==> config.mk <==
export PLATFORM = sky130hd
export DESIGN_NAME = trap_stage
export DESIGN_NICKNAME = d
export VERILOG_FILES = /design/src/rtl/trap_stage.sv
export SDC_FILE = /design/constraint.sdc
export NUM_CORES = 1
export LEC_CHECK = 0
export CORE_AREA = 2 2 202 204
export DETAILED_ROUTE_END_ITERATION = 10
export DIE_AREA = 0 0 204 206
export GPL_TIMING_DRIVEN = 0
export PLACE_DENSITY_LB_ADDON = 0.08
export SLEW_MARGIN = 20
export SYNTH_ARGS = -nofsm -noshare
export SYNTH_HDL_FRONTEND = slang
export SYNTH_SLANG_ARGS = --single-unit
==> constraint.sdc <==
create_clock -name vclk -period 3.4
set_input_delay 0.34 -clock vclk [all_inputs]
set_output_delay 0.34 -clock vclk [all_outputs]
set_load 0.02 [all_outputs]
==> src/rtl/trap_stage.sv <==
module trap_stage #(
  parameter int          CTX_W  = 2,
  parameter logic [63:0] SC_VEC = 64'hC00,
  parameter int          HV_B   = 60,
  parameter int          EE_B   = 15,
  parameter int          PR_B   = 14,
  parameter int          ME_B   = 12,
  parameter int          IR_B   = 5,
  parameter int          DR_B   = 4
) (
  input  logic [1:0]       op_kind,
  input  logic [63:0]      cur_pc,
  input  logic [63:0]      cur_msr,
  input  logic [63:0]      srr_pc_in,
  input  logic [63:0]      srr_msr_in,
  input  logic [CTX_W-1:0] ctx_in,
  output logic [63:0]      next_pc,
  output logic             next_pc_vld,
  output logic [63:0]      srr_pc_out,
  output logic             srr_pc_vld,
  output logic [63:0]      srr_msr_out,
  output logic             srr_msr_vld,
  output logic [63:0]      msr_out,
  output logic             msr_vld,
  output logic [CTX_W-1:0] ctx_out
);
  localparam logic [1:0]  OP_SC  = 2'b01;
  localparam logic [1:0]  OP_RET = 2'b10;
  localparam logic [63:0] SC_CLR = (64'h3F << 16) | (64'hF << 27);

  logic        is_sc, is_ret;
  logic [63:0] ret_msr;

  assign is_sc  = (op_kind == OP_SC);
  assign is_ret = (op_kind == OP_RET);

  always_comb begin
    ret_msr       = srr_msr_in;
    ret_msr[HV_B] = srr_msr_in[HV_B] & cur_msr[HV_B];
    ret_msr[EE_B] = srr_msr_in[EE_B] | srr_msr_in[PR_B];
    ret_msr[IR_B] = srr_msr_in[IR_B] | srr_msr_in[PR_B];
    ret_msr[DR_B] = srr_msr_in[DR_B] | srr_msr_in[PR_B];
    ret_msr[ME_B] = cur_msr[HV_B] ? srr_msr_in[ME_B] : cur_msr[ME_B];
  end

  assign next_pc     = is_sc ? SC_VEC : is_ret ? {srr_pc_in[63:2], 2'b00} : 64'd0;
  assign next_pc_vld = is_sc | is_ret;
  assign srr_pc_out  = is_sc ? cur_pc + 64'd4 : 64'd0;
  assign srr_pc_vld  = is_sc;
  assign srr_msr_out = is_sc ? (cur_msr & ~SC_CLR) : 64'd0;
  assign srr_msr_vld = is_sc;
  assign msr_out     = is_ret ? ret_msr : 64'd0;
  assign msr_vld     = is_ret;
  assign ctx_out     = ctx_in;
endmodule

==> flow_summary.toml <==
[run_status]
status = "complete, no violations"

[yosys]
syn-cell-area_sq_um = 3206
seq_area_frac_synth_pct = 0
netlist_top_cells_area = "and2_1 35%, xnor2_1 5.5%, nand3_1 4.7%"
ys_top_cells_by_count = "179 x and2_1, 37 x nor2_1, 30 x nand3_1"
synth_top_cell_area_share_pct = 34.93
ys_types = 41
synth_top_area_cell = "and2_1"
syn_inst = 528
synth_warnings = 0
synth.most_common_cell = "and2_1"
avgSynthCellArea_sq_um = 6.071

[sta]
fin_tns_setup_ps = 0
fin_crit_ps = 3269
fmax_ghz = 0.3059
setup_viol = 0
drv_slew = 0
grt_setup_unrepaired = "yes"
tightest_slew_ps = 523.4
final_hold_viol_count = 0
maxSlewHeadroom_pct = 64.92
whs_ps = 1306
fin_crit_sh_pct = 96.16
layout_setup_ws_ps = 130.6

[power]
swShare_pct = 45.35
p_per_area_nw_per_um2 = 105.4
netSwitchingPower_mw = 0.4332
p_comb_share_pct = 100.0
clkPwrFrac_pct = 0
seqPwrFrac_pct = 0
p_int_mw = 0.5221
finalPower_mw = 0.9552
power_leakage_nw = 3.364
worst_ir_drop_vdd_v = 0.00004186

[route]
first_pass_iters = 4
routed_wl_mm = 30.13
routed_via_density = 3.528
drcViolationCount = 0
wl_per_cell_microns = 19.07
vias = 5574
ant_nets = 0
drt_iter0_markers = 196

[hold_path]
min-delay-start = "ctx_in[1]"
min-delay-path-class = "in -> out"

[finish]
areaGrowthSynthToFinish_pct = 182.8
regArea_sq_um = 0
n_clock_buffer = 0
layout-drive-gt1-share_pct = 7.847
nNetsFinal = 1310
seq_cell_count = 0

[setup_path]
start_kind = "primary input"
path_class = "in -> out"
crit_path_end_kind = "output pin"
worstPathArrival_ps = 2930
worst_setup_path_startpoint = "cur_pc[19]"
required_ps = 3060
path_max_fanout = 8

[place]
gp_congestion = 0.7151
preCtsSetupSlack_ps = -954.6
dp_hpwl_mm = 27.09
portBuffers = 496

[global_routing]
grt_pass1_vias = 5722
grt_overflow = 0
track_usage_pct = 13.26
antenna_found_initial = 4
grt_pass1_wl_mm = 40.97
grt_max_degree = 11

[floorplan]
initial_core_util_pct = 7.977
core_area_sq_um = 40180
die-area_sq_um = 42020
rows = 74
die_x_microns = 204
ioPinCount = 522
die_y_microns = 206

[run]
drv_cap = 0

[clock_tree]
cts-hold-fix-buffers = 0
==> metal layers <==
layer / global-route usage, % / vias up / wire length (microns)
met5: 0 / - / 10
met4: 0.6988 / 2 / 184
met3: 3.043 / 6 / 1987
met2: 26.04 / 221 / 16460
met1: 15.08 / 2544 / 11480
li1: - / 2801 / -
==> placed cells by master, fill, tap and decap left out, types with 14 or more instances in the layout <==
master	netlist	layout
nor2_1	37	36
dlygate4sd2_1	0	14
xnor2_1	20	20
inv_1	14	14
o21ai_0	17	17
nand2_1	28	28
buf_4	15	26
a21oi_1	26	26
nand3_1	30	28
nand4_1	22	22
clkdlybuf4s50_1	0	458
and2_1	179	179
clkbuf_1	27	20
==> kinds of logic after synthesis <==
kind of cell             share of synthesized area (%)
AND/OR/NAND/NOR                                  69.32
buffers and inverters                            10.07
AO/OA/AOI/OAI                                    9.836
XOR/XNOR                                         7.924
multiplexers                                     1.561
adder cells (fa/ha/maj)                          1.171
other                                           0.1170
==> final timing paths <==
check / to / slack (ps) / depth (start not counted)
worst min-delay path: ctx_out[1] / 1310 / 2
worst max-delay path: srr_pc_out[42] / 130 / 10
==> power groups by stage <==
stage	clock [mW]	sequential, mW	combinational, mW
2_1_floorplan	0	0	0.340
4_1_cts	0	0	0.972
3_3_place_gp	0	0	0.980
3_5_place_dp	0	0	0.972
6_report	0.000000118	0	0.955
5_1_grt	0	0	1.02
==> repair_timing <==
item / 4_1_cts / 5_1_grt
pin swaps: 7 / 7
hold endpoints to repair: 0 / 0
setup endpoints to repair: 125 / 44
resized for setup: 77 / 37
buffers inserted: 7 / 4
==> worst max-delay path, cell delays in order <==
cell             delay, ps
clkdlybuf4s50_1        560
nand4_1                120
buf_4                  170
nor4_4                 370
buf_4                  220
nand4_1                 90
buf_4                  190
or3_1                  300
a21oi_1                160
clkdlybuf4s15_1        400
==> through the flow <==
stage / instance area (sq um) / cells / util [%]
2_1_floorplan: 3247 / 539 / -
3_3_place_gp: 8877 / 1567 / 22.09
3_5_place_dp: 8877 / 1567 / 22.09
4_1_cts: 8967 / 1573 / 22.32
5_1_grt: 9057 / 1577 / 22.54
6_report: 9065 / 1580 / 22.56
==> final cells by class <==
class | count | area [sq um]
Fill cell | 4518 | 31120
Tap cell | 532 | 665.6
Inverter | 14 | 52.55
Timing Repair Buffer | 507 | 5015
Buffer | 49 | 289.0
Multi-Input combinational cell | 475 | 3035
Antenna cell | 3 | 7.507
Power figures use the tool's default switching activity.
